$ cat src/rtl/uirq_pkg.sv
package uirq_pkg;
  localparam int ST_W  = 8;
  localparam int B_COS = 7;
  localparam int B_ABC = 6;
  localparam int B_RXF = 5;
  localparam int B_TXF = 4;
  localparam int B_RTO = 3;
  localparam int B_DBK = 2;
  localparam int B_RXL = 1;
  localparam int B_TXL = 0;

  // request when any enabled status bit is set
  function automatic logic irq_pending(logic [ST_W-1:0] st, logic [ST_W-1:0] mk);
    return |(st & mk);
  endfunction

  // sticky update, set has priority over clear
  function automatic logic sticky_next(logic q, logic set, logic clr);
    return set | (q & ~clr);
  endfunction
endpackage

$ cat src/rtl/uirq_sticky_bit.sv
module uirq_sticky_bit (
  input  logic clk,
  input  logic rst_n,
  input  logic set_i,
  input  logic clr_i,
  output logic q_o
);
  import uirq_pkg::*;

  always_ff @(posedge clk or negedge rst_n) begin
    if (!rst_n) q_o <= 1'b0;
    else        q_o <= sticky_next(q_o, set_i, clr_i);
  end

  assert_set_wins_R11: assert property (@(posedge clk) disable iff (!rst_n)
    set_i |=> q_o);
  assert_clear_drops_R11: assert property (@(posedge clk) disable iff (!rst_n)
    (clr_i && !set_i) |=> !q_o);
  assert_idle_holds_R11: assert property (@(posedge clk) disable iff (!rst_n)
    (!clr_i && !set_i) |=> $stable(q_o));
endmodule

$ cat src/rtl/uirq_rx_timeout.sv
module uirq_rx_timeout #(
  parameter int TO_TICKS = 64
) (
  input  logic clk,
  input  logic rst_n,
  input  logic baud_tick,
  input  logic waiting_i,
  input  logic flag_i,
  input  logic restart_i,
  output logic fire_o
);
  localparam int CW = (TO_TICKS > 1) ? $clog2(TO_TICKS) : 1;
  localparam logic [CW-1:0] LAST = CW'(TO_TICKS - 1);

  logic [CW-1:0] cnt_q;

  assign fire_o = baud_tick && waiting_i && !flag_i && (cnt_q == LAST);

  always_ff @(posedge clk or negedge rst_n) begin
    if (!rst_n)                                        cnt_q <= '0;
    else if (fire_o || restart_i || !waiting_i || flag_i) cnt_q <= '0;
    else if (baud_tick)                                cnt_q <= cnt_q + 1'b1;
  end

  assert_cnt_bound_R7: assert property (@(posedge clk) disable iff (!rst_n)
    cnt_q <= LAST);
  assert_fire_rewinds_R7: assert property (@(posedge clk) disable iff (!rst_n)
    fire_o |=> (cnt_q == '0));
  assert_restart_rewinds_R8: assert property (@(posedge clk) disable iff (!rst_n)
    restart_i |=> (cnt_q == '0));
endmodule

$ cat src/rtl/uart_irq_status_unit.sv
module uart_irq_status_unit #(
  parameter int TO_TICKS = 64
) (
  input  logic       clk,
  input  logic       rst_n,
  input  logic       mask_wr,
  input  logic [7:0] mask_wdata,
  output logic [7:0] status_o,
  output logic       irq,
  input  logic       cts_in,
  input  logic       cts_irq_en,
  input  logic       cts_status_read,
  input  logic       autobaud_done,
  input  logic       enable_cmd,
  input  logic       rx_fifo_evt,
  input  logic       rx_buf_read,
  input  logic       tx_fifo_evt,
  input  logic       tx_buf_write,
  input  logic       baud_tick,
  input  logic       rx_char_recv,
  input  logic       rx_fifo_empty,
  input  logic       rx_below_thresh,
  input  logic       rx_enable,
  input  logic       break_edge,
  input  logic       break_ack,
  input  logic       rx_ready,
  input  logic       rx_fifo_full,
  input  logic       ffull_sel,
  input  logic       tx_hold_empty,
  input  logic       tx_enable
);
  import uirq_pkg::*;

  localparam int STICKY_LO = B_DBK;
  localparam int STICKY_HI = B_COS;

  logic [ST_W-1:0] mask_q;
  logic            cts_prev_q, cts_vld_q;
  logic            cts_change;
  logic            rto_fire, rto_restart, rto_waiting;
  logic [STICKY_HI:STICKY_LO] set_vec, clr_vec, sticky_q;

  // CTS edge detect; the first sample after reset is never a change
  always_ff @(posedge clk or negedge rst_n) begin
    if (!rst_n) begin
      cts_prev_q <= 1'b0;
      cts_vld_q  <= 1'b0;
    end else begin
      cts_prev_q <= cts_in;
      cts_vld_q  <= 1'b1;
    end
  end
  assign cts_change = cts_vld_q && (cts_in != cts_prev_q);

  assign rto_waiting = !rx_fifo_empty && rx_below_thresh && rx_enable;
  assign rto_restart = rx_fifo_empty || rx_char_recv || !rx_enable;

  uirq_rx_timeout #(.TO_TICKS(TO_TICKS)) u_rto (
    .clk       (clk),
    .rst_n     (rst_n),
    .baud_tick (baud_tick),
    .waiting_i (rto_waiting),
    .flag_i    (sticky_q[B_RTO]),
    .restart_i (rto_restart),
    .fire_o    (rto_fire)
  );

  always_comb begin
    set_vec = '0;
    clr_vec = '0;
    set_vec[B_COS] = cts_change && cts_irq_en;  clr_vec[B_COS] = cts_status_read;
    set_vec[B_ABC] = autobaud_done;             clr_vec[B_ABC] = enable_cmd;
    set_vec[B_RXF] = rx_fifo_evt;               clr_vec[B_RXF] = rx_buf_read;
    set_vec[B_TXF] = tx_fifo_evt;               clr_vec[B_TXF] = tx_buf_write;
    set_vec[B_RTO] = rto_fire;                  clr_vec[B_RTO] = rto_restart;
    set_vec[B_DBK] = break_edge;                clr_vec[B_DBK] = break_ack;
  end

  for (genvar g = STICKY_LO; g <= STICKY_HI; g++) begin : g_sticky
    uirq_sticky_bit u_bit (
      .clk   (clk),
      .rst_n (rst_n),
      .set_i (set_vec[g]),
      .clr_i (clr_vec[g]),
      .q_o   (sticky_q[g])
    );
  end

  assign status_o = {sticky_q,
                     (ffull_sel ? rx_fifo_full : rx_ready),
                     (tx_hold_empty && tx_enable)};

  always_ff @(posedge clk or negedge rst_n) begin
    if (!rst_n) begin
      mask_q <= '0;
      irq    <= 1'b0;
    end else begin
      if (mask_wr) mask_q <= mask_wdata;
      irq <= irq_pending(status_o, mask_q);
    end
  end

  assert_masked_quiet_R3: assert property (@(posedge clk) disable iff (!rst_n)
    (mask_q == '0) |=> !irq);
  assert_cos_needs_enable_R4: assert property (@(posedge clk) disable iff (!rst_n)
    $rose(status_o[B_COS]) |-> $past(cts_irq_en));
  assert_rto_off_disabled_R8: assert property (@(posedge clk) disable iff (!rst_n)
    !rx_enable |=> !status_o[B_RTO]);
endmodule

$ cat config.mk
export PLATFORM = sky130hd
export DESIGN_NAME = uart_irq_status_unit
export DESIGN_NICKNAME = d
export VERILOG_FILES = /design/src/rtl/uirq_pkg.sv /design/src/rtl/uirq_sticky_bit.sv /design/src/rtl/uirq_rx_timeout.sv /design/src/rtl/uart_irq_status_unit.sv
export SDC_FILE = /design/constraint.sdc
export NUM_CORES = 1
export LEC_CHECK = 0
export ABC_AREA = 1
export BUFFER_PORTS_ARGS = -buffer_cell sky130_fd_sc_hd__buf_2
export CORE_MARGIN = 2
export CORE_UTILIZATION = 35
export CTS_BUF_LIST = sky130_fd_sc_hd__clkbuf_16
export DETAILED_ROUTE_END_ITERATION = 8
export RECOVER_POWER = 50
export SYNTH_ARGS = -nofsm -noshare
export SYNTH_HDL_FRONTEND = slang
export SYNTH_SLANG_ARGS = --single-unit
$ cat constraint.sdc
create_clock -name clk -period 1.3 [get_ports clk]
set_clock_uncertainty 0.15 [all_clocks]
set_input_delay 0.26 -clock clk [delete_from_list [all_inputs] [get_ports clk]]
set_output_delay 0.26 -clock clk [all_outputs]
set_load 0.02 [all_outputs]
Word-level counts from Yosys, hierarchy flattened
Index checks and enable logic that the tools add are counted.

storage, ports and cells
  flip-flop bits (word level) = 23
  input bits = 32
  output and inout port bits = 9
  logic and storage cells = 55

cells by class
  add/sub/neg operators = 1
  equality and inequality tests = 2
  muxes and demuxes = 3
  bitwise logic cells = 19
  reduce and logical (&&, ||, !) cells = 19

operator list
  kind                                          count
  2-to-1 mux 6 bit                              2
  AND 8 bit                                     1
  logical AND 1 bit                             8
  OR reduction 8 bit                            1
  adder 6 x 1 -> 6 bit (second input constant)  1
  AND 1 bit                                     6
  == test 6 bit (second input constant)         1
  NOT 1 bit                                     6
  bitwise OR 1 bit                              6
  logical OR 1 bit                              5
  logical NOT 1 bit                             4
  nonzero test 2 bit                            1
  2-to-1 mux 1 bit                              1
  inequality test 1 bit                         1

Depth between registers and ports, before layout
  depth in word-level cells = 10
  depth in mapped cells = 6
  gate-level depth less buffers = 6

Hierarchy
A second synthesis with hierarchy kept.

second synthesis, totals
  cell total of the unflattened synthesis = 127
  area, all modules = 1,104.8 µm²

by module, submodules not included
  module                instances  cells an instance  area each (µm²)  seq. area each (µm²)
  uart_irq_status_unit  1          52                 528.0            275.3
  uirq_rx_timeout       1          45                 336.6            150.1
  uirq_sticky_bit       6          5                  40.0             25.0

Worst setup path after synthesis
OpenSTA, ideal clock, no wires.

  path type = register to register
  start point = register u_rto.cnt_q[0]
  end point = register u_rto.cnt_q[0]
  setup time = 86 ps
  data arrival time = 1,004 ps
  data required time = 1,064 ps
  setup slack = 60 ps
  stages on the path, launching flop included = 7
  buffers on the path = 0
  period minus slack after synthesis = 1,240 ps
  path through = dfrtp_1 -> ha_1 -> nand2_2 -> nor2_1 -> nand2_1 -> nand2_1 -> nor3_1

on the way
  word-level cells in the longest chain between the ends = 6
  elaborated cells on any way between the ends = 9
  classes of those cells = add/sub (1); eq/ne (1); mux (2); reduce/logical (5)

RTL lines
  what                                                                          RTL line               text
  start: declaration                                                            uirq_rx_timeout.sv:15  logic [CW-1:0] cnt_q;
  start signal: assignment                                                      uirq_rx_timeout.sv:22  else if (baud_tick) cnt_q <= cnt_q + 1'b1;
  parallel branches: the longest is 6 deep, another holds adder 6 x 1 -> 6 bit  --

Several ways; the timed one is not identified. The select of a mux whose other input is x is not followed.
A chain may end at the register's enable or synchronous reset.

Worst setup path after layout
  start point = register g_sticky[3].u_bit.q_o
  end point = output status_o[3]

RTL lines
  what                      RTL line                   text
  start: declaration        uirq_sticky_bit.sv:6       output logic q_o
  start signal: assignment  uirq_sticky_bit.sv:12      else q_o <= sticky_next(q_o, set_i, clr_i);
  end: declaration          uart_irq_status_unit.sv:8  output logic [7:0] status_o,

No word-level cell between the ends.

==> metrics.txt <==
run status finished, final reports clean; Crit. End Element output port; drt first pass iters 4; routed length per instance 10.28 um; flop2flop setup slack roughly 0.06 ns; crit path max-delay cell type sky130_fd_sc_hd__dfrtp_1; maximum VDD drop ~0.7 mV; leakage power figure slightly above 0.0007 uW; number of nets in the layout 187; vias in the first global route roughly 810; final WL approximately 1900 um; achievable frequency slightly below 0.8 GHz; commonest cells after routing, fill and taps aside sky130_fd_sc_hd__buf_2, sky130_fd_sc_hd__dfrtp_1, sky130_fd_sc_hd__inv_1; Final Slew Violations 0; placeable core region just under 0.003 sq mm; Crit path largest cell delay about 0.41 ns; total of flip-flops plus latches after synthesis 23; fraction of the yosys area taken by sequential cells between 50 and 60%; Core Rows 20; routability congestion estimate from global placement between 0.7 and 0.8; largest driver fanout on the critical path 4; Crit Path Class reg -> out; setup slack at placement -0.02591 ns; global-route wire length before repair ~3200 um; Skew-Pair Late Insertion Delay between 0.2 and 0.3 ns; grt peak-use layer met2; setup repair after global routing missed its margin true; met3 global-route usage 2.838%; final hold vios 0; number of setup violations in the final report 0; Hold Path Class in -> reg; power density of the placed cells 1141 mW/mm^2; largest cells by area after synthesis sky130_fd_sc_hd__dfrtp_1, sky130_fd_sc_hd__nand2_1, sky130_fd_sc_hd__inv_1; total inserted antenna cells 0; layout cells sized above 1 40.52%; maximum number of pins on one net before global-route repair 24; die boundary height about 59 um; M2 GR Usage about a fifth; total routing usage reported by global routing approximately 12%; Required @ worst endpoint 0.89 ns; period utilisation layout between 90% and 100%; count of routing violations after the opening detailed-route iteration 13; relative area change from synthesis to final layout 32.24%; depth of the CTS H-tree 1; Inserted Clock Buffers 3; detailed placer's ending HPWL approximately 1500 um; destination of the critical timing path status_o[3]; root buffer cell sky130_fd_sc_hd__clkbuf_16; startpoint type of the worst setup path flip-flop; leading area contributor after synthesis sky130_fd_sc_hd__dfrtp_1; nets in the synthesized netlist 145; area fraction of the dominant cell type after synthesis between 50% and 60%; post-synth design cell area 0.001064 sq mm; Register-to-Register Path Depth 6; number of DRC violations after detailed routing 0; number of antenna violations at the first check in global routing 0; via count 840; port bufs 40; slew at the pin closest to its max-slew limit between 0.5 and 0.6 ns; final hold slack approximately 0.034 ns; number of distinct standard cells referenced by the synthesized netlist 23; instance count of the mapped netlist around 110; die area 0.003496 sq mm; Sink Count 23; overflow left after global routing 0; clock tree from TritonCTS built; Max Cap Violations 0; series of cell instances along the critical path buf_2; met1 capacity usage during global routing 16.43%; largest buffer count on any clock path 2; most common library cell in the layout ignoring fill and taps sky130_fd_sc_hd__buf_2; Reg-to-Reg End u_rto.cnt_q[1]; instance count on the critical path 1; non-filler cells in the finished layout approximately 190; placed cells between 150 and 200; routed vias/inst 4.516; CTS clk-pin slew, worst paths ~0.06 ns; Buffers & Inverters on Critical Path 1; Setup TNS 0 ns; IO Count 41; warnings from Yosys 0; post-route minimum period ~1.3 ns; slew margin rel. between 60 and 70%; die boundary width 59.13 um; timing startpoint of the critical path g_sticky[3].u_bit.q_o; mean instance size in the synthesized netlist roughly 9.5 sq um; Arr. time, crit path between 0.8 and 0.9 ns; remaining antenna violation count 0; starting utilization of the core area a little over a third; final setup margin around 0.039 ns; beginning of the worst register-to-register path u_rto.cnt_q[1]; Top delay family on crit path flip-flops
-- sequential cells by signal (all words and copies together), names as in the netlist --
signal and cells:
mask_q 8, g_sticky.u_bit.q_o 6, irq 1, cts_vld_q 1
u_rto.cnt_q 6, cts_prev_q 1
-- how the worst min path moves through the flow --
stage	depth (start not counted)	endpoint	start
after floorplan	0	cts_prev_q	rst_n
after global placement	1	irq	rst_n
after detailed placement	1	u_rto.cnt_q[5]	rst_n
after CTS	2	g_sticky[4].u_bit.q_o	tx_buf_write
after global routing	2	g_sticky[2].u_bit.q_o	break_ack
final	2	g_sticky[4].u_bit.q_o	tx_buf_write
-- timing repair --
| action | in CTS | in global routing |
|---|---|---|
| gates resized for setup | 3 | 9 |
| hold buffers | 2 | 0 |
| endpoints found under the hold margin | 24 | 0 |
| setup endpoints to repair | 2 | 7 |
| buffers inserted | 0 | 1 |
| pin swaps | 0 | 3 |
-- Yosys cell counts --
master and number:
sky130_fd_sc_hd__a21oi_1 2, sky130_fd_sc_hd__buf_2 1, sky130_fd_sc_hd__buf_4 6, sky130_fd_sc_hd__conb_1 1, sky130_fd_sc_hd__dfrtp_1 23, sky130_fd_sc_hd__ha_1 1
sky130_fd_sc_hd__inv_1 17, sky130_fd_sc_hd__mux2_2 5, sky130_fd_sc_hd__mux2i_1 1, sky130_fd_sc_hd__nand2_1 18, sky130_fd_sc_hd__nand2_2 2, sky130_fd_sc_hd__nand3_1 4
sky130_fd_sc_hd__nand3_2 1, sky130_fd_sc_hd__nand4_1 1, sky130_fd_sc_hd__nor2_1 10, sky130_fd_sc_hd__nor2_4 1, sky130_fd_sc_hd__nor3_1 1, sky130_fd_sc_hd__o21a_1 1
sky130_fd_sc_hd__o21ai_0 7, sky130_fd_sc_hd__o21bai_1 4, sky130_fd_sc_hd__o22ai_1 1, sky130_fd_sc_hd__or2_0 1, sky130_fd_sc_hd__xnor2_1 3
-- area by class of cell --
| class | instances | area, sq um |
|---|---|---|
| clock buffers | 3 | 75.07 |
| clock inverters | 1 | 3.754 |
| fillers | 275 | 1572 |
| inverters | 17 | 63.81 |
| multi-input cells | 65 | 414.1 |
| flip-flops and latches | 23 | 575.6 |
| well taps | 33 | 41.29 |
| repair buffers | 44 | 232.7 |
-- per-stage QoR --
step | total power (uW) | instance area (sq um) | utilization [%]
final | 1605 | 1406 | 47.23
after global routing | 1691 | 1406 | 47.23
after CTS | 1630 | 1373 | 46.09
after detailed placement | 980.5 | 1262 | 42.39
after global placement | 974.4 | 1262 | 42.39
after floorplan | 899.6 | 1064 | -
-- worst reg2reg max path, cell delays in order, from the launching register on --
cell,delay (ns)
sky130_fd_sc_hd__dfrtp_1,0.37
sky130_fd_sc_hd__ha_2,0.18
sky130_fd_sc_hd__nand2_2,0.07
sky130_fd_sc_hd__nor2_2,0.09
sky130_fd_sc_hd__nand2_2,0.08
sky130_fd_sc_hd__nand2_4,0.13
sky130_fd_sc_hd__nor2_2,0.05
-- layer usage --
layer | vias to the layer above | part of all wire, %
li1 | 429 | -
met1 | 383 | 46
met2 | 28 | 48
met3 | 0 | 5.2
met4 | 0 | 0
met5 | - | 0
-- logic make-up (layout without fill, tap and decap cells) --
group	Yosys count	after routing	synth area share, %
compound gates	15	15	8.353
xor+xnor	3	3	2.471
fa+ha+maj	1	1	1.176
buf+inv	24	65	10.71
flops	23	23	54.12
mux	6	6	6.235
other cells	1	1	0.3526
simple gates	39	39	16.59
-- power by group --
part | leakage (uW) | total [uW] | internal [uW] | switching [uW]
logic | 0.000385 | 194 | 90.2 | 104
clock network | 0.0000423 | 634 | 409 | 225
registers | 0.000282 | 777 | 759 | 18.4
(Power assumes the default switching activity.)
